[config.mk]
export PLATFORM = sky130hd
export DESIGN_NAME = frame_sync_protector
export DESIGN_NICKNAME = d
export VERILOG_FILES = /design/src/rtl/fsp_pkg.sv /design/src/rtl/fsp_nrz_shift.sv /design/src/rtl/fsp_frame_timer.sv /design/src/rtl/fsp_symbol_slicer.sv /design/src/rtl/frame_sync_protector.sv
export SDC_FILE = /design/constraint.sdc
export NUM_CORES = 1
export LEC_CHECK = 0
export ABC_AREA = 0
export BUFFER_PORTS_ARGS = -buffer_cell sky130_fd_sc_hd__buf_2
export CAP_MARGIN = 25
export CORE_MARGIN = 2
export CORE_UTILIZATION = 40
export DETAILED_ROUTE_END_ITERATION = 12
export SETUP_SLACK_MARGIN = 0.02
export SKIP_CTS_REPAIR_TIMING = 1
export SYNTH_ARGS = -nofsm -noshare
export SYNTH_HDL_FRONTEND = slang
export SYNTH_SLANG_ARGS = --single-unit
export TNS_END_PERCENT = 100
[constraint.sdc]
create_clock -name clk -period 3.8 [get_ports clk]
set_clock_uncertainty 0.15 [all_clocks]
set_input_delay 0.76 -clock clk [delete_from_list [all_inputs] [get_ports clk]]
set_output_delay 0.76 -clock clk [all_outputs]
set_load 0.005 [all_outputs]
[src/rtl/fsp_pkg.sv]
package fsp_pkg;

    // Length of the frame marker in channel bits
    localparam int SYNC_BITS = 24;

    // Frame marker in NRZ form, first-received bit in the MSB
    localparam logic [SYNC_BITS-1:0] SYNC_WORD = 24'b1000_0000_0001_0000_0000_0010;

    // What happened at a frame boundary on the current enable
    typedef enum logic [1:0] {
        EV_NONE   = 2'd0,
        EV_FOUND  = 2'd1,
        EV_FILLED = 2'd2
    } frame_ev_e;

endpackage

[src/rtl/fsp_nrz_shift.sv]
module fsp_nrz_shift
    import fsp_pkg::*;
#(
    parameter int TAIL_BITS = 14
) (
    input  logic                 clk,
    input  logic                 rst_n,
    input  logic                 bit_en,
    input  logic                 bit_in,
    output logic [TAIL_BITS-1:0] tail_d,
    output logic                 match
);

    typedef struct packed {
        logic                 level;
        logic [SYNC_BITS-1:0] hist;
    } nrz_state_t;

    nrz_state_t state_q, state_d;
    logic       nrz_bit;

    always_comb begin
        state_d = state_q;
        nrz_bit = bit_in ^ state_q.level;
        if (bit_en) begin
            state_d.level = bit_in;
            state_d.hist  = {state_q.hist[SYNC_BITS-2:0], nrz_bit};
        end
        // The newest bits, including the one arriving now
        tail_d = state_d.hist[TAIL_BITS-1:0];
        match  = bit_en && (state_d.hist == SYNC_WORD);
    end

    always_ff @(posedge clk or negedge rst_n) begin
        if (!rst_n) begin
            state_q <= '0;
        end else begin
            state_q <= state_d;
        end
    end

endmodule

[src/rtl/fsp_frame_timer.sv]
module fsp_frame_timer
    import fsp_pkg::*;
#(
    parameter int FRAME_BITS = 588,
    parameter int WIN_HALF   = 2,
    parameter int LOSS_LIMIT = 8
) (
    input  logic      clk,
    input  logic      rst_n,
    input  logic      bit_en,
    input  logic      match,
    output frame_ev_e ev,
    output logic      frame_stb,
    output logic      frame_interp,
    output logic      locked
);

    localparam int POS_W  = $clog2(FRAME_BITS + WIN_HALF + 1);
    localparam int MISS_W = $clog2(LOSS_LIMIT + 1);

    localparam logic [POS_W-1:0]  WIN_LO   = POS_W'(FRAME_BITS - WIN_HALF);
    localparam logic [POS_W-1:0]  WIN_HI   = POS_W'(FRAME_BITS + WIN_HALF);
    localparam logic [POS_W-1:0]  POS_FILL = POS_W'(WIN_HALF);
    localparam logic [MISS_W-1:0] MISS_MAX = MISS_W'(LOSS_LIMIT);

    typedef struct packed {
        logic [POS_W-1:0]  pos;
        logic [MISS_W-1:0] miss;
        logic              stb;
        logic              interp;
        logic              locked;
    } timer_state_t;

    timer_state_t     state_q, state_d;
    logic [POS_W-1:0] pos_inc;
    logic             in_window;
    logic             hunting;

    always_comb begin
        state_d        = state_q;
        state_d.stb    = 1'b0;
        state_d.interp = 1'b0;
        ev             = EV_NONE;
        pos_inc        = state_q.pos + 1'b1;
        in_window      = (pos_inc >= WIN_LO) && (pos_inc <= WIN_HI);
        hunting        = (state_q.miss == MISS_MAX);

        if (bit_en) begin
            if (match && (hunting || in_window)) begin
                ev             = EV_FOUND;
                state_d.pos    = '0;
                state_d.miss   = '0;
                state_d.stb    = 1'b1;
            end else if (pos_inc == WIN_HI) begin
                ev             = EV_FILLED;
                state_d.pos    = POS_FILL;
                state_d.miss   = hunting ? state_q.miss : state_q.miss + 1'b1;
                state_d.stb    = 1'b1;
                state_d.interp = 1'b1;
            end else begin
                state_d.pos    = pos_inc;
            end
        end
        state_d.locked = (state_d.miss != MISS_MAX);
    end

    always_ff @(posedge clk or negedge rst_n) begin
        if (!rst_n) begin
            state_q        <= '0;
            state_q.miss   <= MISS_MAX;
        end else begin
            state_q        <= state_d;
        end
    end

    assign frame_stb    = state_q.stb;
    assign frame_interp = state_q.interp;
    assign locked       = state_q.locked;

    // the position never runs past the far edge of the window
    a_r5_pos_bounded: assert property (@(posedge clk) disable iff (!rst_n)
        state_q.pos <= WIN_HI);

    // lock is only ever lost on a substitute strobe
    a_r6_drop_on_fill: assert property (@(posedge clk) disable iff (!rst_n)
        $fell(state_q.locked) |-> (state_q.stb && state_q.interp));

    // a detected marker always leaves the block locked
    a_r6_found_locks: assert property (@(posedge clk) disable iff (!rst_n)
        (state_q.stb && !state_q.interp) |-> state_q.locked);

    // no enable, no strobe on the next cycle
    a_r9_idle_no_stb: assert property (@(posedge clk) disable iff (!rst_n)
        !bit_en |=> !state_q.stb);

endmodule

[src/rtl/fsp_symbol_slicer.sv]
module fsp_symbol_slicer
    import fsp_pkg::*;
#(
    parameter int SYM_BITS       = 14,
    parameter int MERGE_BITS     = 3,
    parameter int SYMS_PER_FRAME = 33,
    parameter int WIN_HALF       = 2   // must stay below SYM_BITS+MERGE_BITS
) (
    input  logic                clk,
    input  logic                rst_n,
    input  logic                bit_en,
    input  frame_ev_e           ev,
    input  logic [SYM_BITS-1:0] word_in,
    output logic [SYM_BITS-1:0] sym_word,
    output logic                sym_valid
);

    localparam int SLOT  = SYM_BITS + MERGE_BITS;
    localparam int PH_W  = $clog2(SLOT + 1);
    localparam int IDX_W = $clog2(SYMS_PER_FRAME + 1);

    localparam logic [PH_W-1:0]  SLOT_END = PH_W'(SLOT);
    localparam logic [PH_W-1:0]  PH_FILL  = PH_W'(WIN_HALF);
    localparam logic [IDX_W-1:0] IDX_MAX  = IDX_W'(SYMS_PER_FRAME);

    typedef struct packed {
        logic [PH_W-1:0]     phase;
        logic [IDX_W-1:0]    idx;
        logic [SYM_BITS-1:0] word;
        logic                valid;
    } slicer_state_t;

    slicer_state_t   state_q, state_d;
    logic [PH_W-1:0] ph_inc;

    always_comb begin
        state_d       = state_q;
        state_d.valid = 1'b0;
        ph_inc        = state_q.phase + 1'b1;

        unique case (ev)
            EV_FOUND: begin
                state_d.phase = '0;
                state_d.idx   = '0;
            end
            EV_FILLED: begin
                state_d.phase = PH_FILL;
                state_d.idx   = '0;
            end
            default: begin
                if (bit_en && (state_q.idx != IDX_MAX)) begin
                    if (ph_inc == SLOT_END) begin
                        state_d.phase = '0;
                        state_d.idx   = state_q.idx + 1'b1;
                        state_d.word  = word_in;
                        state_d.valid = 1'b1;
                    end else begin
                        state_d.phase = ph_inc;
                    end
                end
            end
        endcase
    end

    always_ff @(posedge clk or negedge rst_n) begin
        if (!rst_n) begin
            state_q     <= '0;
            state_q.idx <= IDX_MAX;
        end else begin
            state_q     <= state_d;
        end
    end

    assign sym_word  = state_q.word;
    assign sym_valid = state_q.valid;

    // never more symbols than a frame holds
    a_r8_idx_bounded: assert property (@(posedge clk) disable iff (!rst_n)
        state_q.idx <= IDX_MAX);

    // no enable, no symbol on the next cycle
    a_r9_idle_no_sym: assert property (@(posedge clk) disable iff (!rst_n)
        !bit_en |=> !state_q.valid);

endmodule

[src/rtl/frame_sync_protector.sv]
module frame_sync_protector
    import fsp_pkg::*;
#(
    parameter int SYM_BITS       = 14,
    parameter int MERGE_BITS     = 3,
    parameter int SYMS_PER_FRAME = 33,
    parameter int WIN_HALF       = 2,
    parameter int LOSS_LIMIT     = 8
) (
    input  logic                clk,
    input  logic                rst_n,
    input  logic                bit_en,
    input  logic                bit_in,
    output logic                frame_stb,
    output logic                frame_interp,
    output logic                locked,
    output logic [SYM_BITS-1:0] sym_word,
    output logic                sym_valid
);

    localparam int FRAME_BITS = SYNC_BITS + MERGE_BITS
                              + SYMS_PER_FRAME * (SYM_BITS + MERGE_BITS);

    logic [SYM_BITS-1:0] tail_d;
    logic                match;
    frame_ev_e           ev;

    fsp_nrz_shift #(
        .TAIL_BITS (SYM_BITS)
    ) u_nrz (
        .clk    (clk),
        .rst_n  (rst_n),
        .bit_en (bit_en),
        .bit_in (bit_in),
        .tail_d (tail_d),
        .match  (match)
    );

    fsp_frame_timer #(
        .FRAME_BITS (FRAME_BITS),
        .WIN_HALF   (WIN_HALF),
        .LOSS_LIMIT (LOSS_LIMIT)
    ) u_timer (
        .clk          (clk),
        .rst_n        (rst_n),
        .bit_en       (bit_en),
        .match        (match),
        .ev           (ev),
        .frame_stb    (frame_stb),
        .frame_interp (frame_interp),
        .locked       (locked)
    );

    fsp_symbol_slicer #(
        .SYM_BITS       (SYM_BITS),
        .MERGE_BITS     (MERGE_BITS),
        .SYMS_PER_FRAME (SYMS_PER_FRAME),
        .WIN_HALF       (WIN_HALF)
    ) u_slicer (
        .clk       (clk),
        .rst_n     (rst_n),
        .bit_en    (bit_en),
        .ev        (ev),
        .word_in   (tail_d),
        .sym_word  (sym_word),
        .sym_valid (sym_valid)
    );

    // boundary and symbol pulses never coincide
    a_r10_no_overlap: assert property (@(posedge clk) disable iff (!rst_n)
        !(frame_stb && sym_valid));

    // a strobe lasts exactly one cycle
    a_r10_stb_single: assert property (@(posedge clk) disable iff (!rst_n)
        frame_stb |=> !frame_stb);

endmodule

Word-level counts from Yosys, hierarchy flattened:

Cells that the tools add are included.

* output and inout port bits: 18
* word-level logic and storage cells: 52
* register bits after elaboration: 68

* $add $sub $neg: 4
* mux-type cells: 15
* reductions and logical operators: 10
* equal/unequal tests: 8
* order comparisons: 2
* bitwise operators: 2

Operator list (count)
* 2-to-1 mux 26 bit: 1
* == test 24 bit, second input constant: 1
* 2-to-1 mux 24 bit: 1
* one-hot mux 11 bit (2 select lines): 1
* 2-to-1 mux 21 bit: 1
* 2-to-1 mux 15 bit: 1
* 2-to-1 mux 6 bit: 2
* adder 10 x 1 -> 10 bit, second input constant: 1
* == test 10 bit, second input constant: 1
* >= comparator 10 bit, second input constant: 1
* less-or-equal comparator 10 bit, second input constant: 1
* 2-to-1 mux 10 bit: 1
* adder 6 x 1 -> 6 bit, second input constant: 1
* 2-to-1 mux 2 bit: 3
* != test 6 bit, second input constant: 1
* nonzero test 3 bit: 2
* adder 5 x 1 -> 5 bit, second input constant: 1
* == test 5 bit, second input constant: 1
* 2-to-1 mux 5 bit: 1
* adder 4 x 1 -> 4 bit, second input constant: 1
* == test 4 bit, second input constant: 1
* logical AND 1 bit: 4
* 2-to-1 mux 4 bit: 1
* != test 4 bit, second input constant: 1
* 9 further kinds: 10

Longest topological paths before layout:

* depth in word-level cells: 11
* depth in mapped cells: 12
* mapped depth without buffers: 11

Cells and area by module:

From an unflattened synthesis, not the netlist that was laid out.

* cells, all modules: 336
* area, all modules: 3892.5 um^2

By module, submodules not included
* fsp_symbol_slicer: area an instance 1475.2 um^2, seq. area each 653.1 um^2, cells each 116, instances 1
* fsp_frame_timer: area an instance 1275.0 um^2, seq. area each 426.7 um^2, cells each 139, instances 1
* fsp_nrz_shift: area an instance 1142.3 um^2, seq. area each 625.6 um^2, cells each 81, instances 1

Worst setup path after synthesis:

Ideal clock, no wire load.

* path kind: in2reg
* start: input bit_en
* end: register u_slicer.state_q, in the netlist u_slicer.sym_word[10]
* arrival: 3.253 ns
* buffers on the path: 1
* slack: 0.269 ns
* data required time: 3.522 ns
* stages on the path: 10
* path through: nand2b_4 -> or4b_4 -> nand2_1 -> or4b_4 -> nor2_4 -> nor2_1 -> ha_1 -> nand2_1 -> buf_2 -> mux2_1

* longest elaborated chain between the ends: 10
* elaborated cells between the ends (all ways): 12
* those cells by class: 3 x eq/ne; 3 x mux; 1 x bitwise; 5 x reduce/logical

RTL lines
* from (decl): RTL line frame_sync_protector.sv:12 `input logic bit_en,`
* 2-to-1 mux 24 bit: RTL line fsp_nrz_shift.sv:25 `if (bit_en) begin`
* == test 24 bit: RTL line fsp_nrz_shift.sv:31 `match = bit_en && (state_d.hist == SYNC_WORD);`
* logical AND 1 bit: RTL line fsp_nrz_shift.sv:31
* logical AND 1 bit: RTL line fsp_frame_timer.sv:49 `if (match && (hunting || in_window)) begin`
* 2-to-1 mux 2 bit: RTL line fsp_frame_timer.sv:49
* 2-to-1 mux 2 bit *: RTL line fsp_frame_timer.sv:48 `if (bit_en) begin`
* named net ev[1]: RTL line frame_sync_protector.sv:26 `frame_ev_e ev;`
* == test 2 x 1 -> 1 bit or == test 2 bit (tied branches): RTL line fsp_symbol_slicer.sv:41 `unique case (ev)`
* OR reduction 2 bit (no source line) *
* NOT 1 bit (no source line) *
* AND reduction 3 bit (no source line) *
* to (signal assigned): RTL line fsp_symbol_slicer.sv:70 `state_q <= state_d;`
* to (decl): RTL line fsp_symbol_slicer.sv:33 `slicer_state_t state_q, state_d;`

Mark *: on every way through the listed nets, which the timed path passes. The rest lies on a longest branch.
A chain may end at the register's enable or synchronous reset.

Final worst setup path:

* start: input bit_en
* end: register u_slicer.state_q, in the netlist u_slicer.sym_word[2]

The elaborated chain is that of the path after synthesis.

==> reports/metrics.yaml <==
synthesis:
  synth-async-reset-ratio_pct: 100
  synth_area_leaders: "dfrtp_1 (46%), mux2_2 (8.9%), ha_1 (3.2%)"
  avgSynthCellArea_um2: 11.0
  ys_seq_area_share_pct: 48.2
  synth_cell_types: 64
  ys_ff_latch: 68
  netlist_area_um2: 3530
  yosysTopAreaCell: "dfrtp_1"
  synth_flop_cell: "dfrtp_1"
  synth_top_area_share_pct: 46.0
  synth_edf_count: 0
  syn-instance-count: 322
  syn-num-nets: 335
  ys_warn_count: 0
setup_path:
  r2r-end: "u_slicer.sym_word[2]"
  cp.arrival_ns: 3.32
  end_kind: "flop"
  crit_start: "bit_en"
  r2r-start: "u_timer.state_q[7]"
  reg2reg_slack_ns: 0.72
  cpMaxStageDelayCell: "or4b_4"
  endpoint: "u_slicer.sym_word[2]"
  critPathTopFamily: "simple AND/OR/NAND/NOR gates"
  r2r_cells: 11
  path_depth: 11
  max_stage_delay_ns: 0.52
  crit_path_start_kind: "primary input"
  crit_buf_inv: 2
  critPathMaxFanout: 15
  cp.required_ns: 3.88
  path_class: "primary input to flop"
  crit_chain: "buf_2, nand2b_4, or4b_4, nand2_1, or4b_4, nor2_4, nor2_1, ha_1, nand2_1, buf_12, mux2_2"
power:
  power_leakage_nw: 1.79
  p_per_area_nw_per_um2: 675
  peakVddDrop_mv: 0.315
timing:
  slew_viol_final: 0
  max_freq_mhz: 309
  post-route-min-period_ns: 3.23
  fin_tns_setup_ns: 0
  setup_viol: 0
  worst_pin_slew_ns: 0.853
  slew_headroom_pct: 43.1
  setup_ws_ns: 0.567
  hold_viol_final: 0
  period_share_pct: 85.1
  rsz0062_at_grt: "false"
final_layout:
  area_growth_pct: 10.7
  stdcell_area_um2: 3910
  stdcell_count: 449
  final_core_util_pct: 45.3
  antenna_cells: 0
  drive_above_1_share_pct: 28.2
  final_nets: 349
global_route:
  antenna_found_initial: 0
  grt_pass1_wl_um: 11600
  first_global_vias: 2365
  grt_remaining_overflow: 0
  grt_max_degree: 69
  track_usage_pct: 14.8
placed_design:
  placedInstanceArea_um2: 3690
  place_congestion: 0.788
  port_buffers: 21
  dp.cells: 433
  place_ws_ns: 0.184
  place_hpwl_um: 4510
clocking:
  cts_num_sinks: 68
  cts_tree: "yes"
  insertion_delay_ns: 0.35
  cts_buffers: 9
  root_buffer: "clkbuf_8"
  h-tree-depth: 3
  cts_max_path_buffers: 2
  cts.reportedPaths.clkPinSlew_ns: 0.07
die:
  rows: 34
  ios: 22
  die_w_um: 98.0
  start_util_pct: 40.9
  die_height_um: 98.0
  core_region_area_um2: 8640
  die_area_um2: 9600
worst_hold_path:
  hp-class: "flop to flop"
detailed_routing:
  drcViolationCount: 0
  dr.pass1.iters: 4
  via_count: 2352
  drt_iter0_markers: 85
  post_drt_via_cell_ratio: 5.24
  routed_wl_um: 6580
  ant_nets: 0
  wl_per_cell_um: 14.7
outcome:
  status: "finished, final reports clean"
job:
  max-cap-violations: 0
==> sequential cells by signal, indices dropped and copies added, names as in the netlist <==
| register | cells |
|---|---|
| u_timer.locked | 1 |
| u_timer.state_q | 14 |
| u_timer.frame_stb | 1 |
| u_slicer.state_q | 11 |
| u_nrz.state_q | 25 |
| u_slicer.sym_word | 14 |
| u_slicer.sym_valid | 1 |
| u_timer.frame_interp | 1 |
==> routing by layer <==
layer	global-route usage [%]	wire length [um]
met1	20.2	3190
met2	22.9	3090
met3	4.01	216
met4	5.34	82
met5	0	0
==> metrics by stage <==
stage | hold WS (ns) | total power [W]
global route | 0.364 | 0.00284
CTS | 0.350 | 0.00267
detailed placement | 0.326 | 0.00198
global placement | 0.320 | 0.00196
finish | 0.342 | 0.00264
floorplan | 0.314 | 0.00182
==> power by group <==
group          leakage (nW)  switching [W]  internal [W]
sequential            0.838       0.000252      0.000977
clock                 0.110       0.000284      0.000390
combinational         0.843       0.000346      0.000394
==> cell usage after synthesis (4+ instances only) <==
cell type,number
a21oi_1,13
and2_1,9
and3_1,5
buf_2,5
buf_4,14
clkbuf_1,5
dfrtp_1,65
ha_1,9
inv_1,8
inv_2,4
mux2_1,9
mux2_2,28
nand2_1,21
nand3_1,8
nand4_1,6
nor2_1,19
nor3_1,4
nor4_1,4
o21ai_0,8
o21ai_1,5
or3_1,4
xnor2_1,7
==> cell type report <==
type | instances | area (um^2)
clock buffers | 11 | 141
clock inverters | 5 | 85.1
fillers | 814 | 4720
inverters | 12 | 45.0
multi-input cells | 217 | 1630
flip-flops and latches | 68 | 1710
well taps | 108 | 135
repair buffers | 28 | 170
==> how the worst min path moves through the flow <==
stage / startpoint / to / slack, ns / cells past startpoint
after global placement: u_slicer.sym_word[11] / u_slicer.sym_word[11] / 0.32 / 1
after CTS: u_slicer.sym_word[9] / u_slicer.sym_word[9] / 0.35 / 1
after global routing: u_slicer.sym_word[9] / u_slicer.sym_word[9] / 0.36 / 1
after detailed placement: u_slicer.sym_word[11] / u_slicer.sym_word[11] / 0.33 / 1
final: u_slicer.sym_word[9] / u_slicer.sym_word[9] / 0.34 / 1
after floorplan: rst_n / u_nrz.state_q[0] / 0.31 / 0
==> cells in the final DEF, fill, tap and decap left out, types with 3 or more instances in the layout <==
cell      instances
xnor2_1           7
inv_1             8
nor2_1           19
nor4b_1           3
nand3_1           8
mux2_2           28
nand2_1          21
o21ai_0           8
ha_1              9
nand4_1           6
nor3_1            4
dfstp_2           3
and3_1            5
buf_4             6
mux2i_1           3
clkbuf_8         10
a21oi_1          13
inv_2             4
or3_1             4
buf_2            21
and2_1            9
dfrtp_1          65
o21ai_1           5
mux2_1            9
nor4_1            4
==> cell families (layout without fill, tap and decap cells) <==
logic type / Yosys count / count (layout) / synth area share [%]
DFF: 68 / 68 / 48.2
buffers and inverters: 37 / 56 / 5.59
xor gates and xnor gates: 9 / 9 / 2.23
and+or+nand+nor: 104 / 104 / 16.9
muxes: 40 / 40 / 12.6
AOI/OAI and AO/OA: 55 / 55 / 11.2
adders and majority gates: 9 / 9 / 3.19
Note: power is estimated with default switching activity, not from simulation.
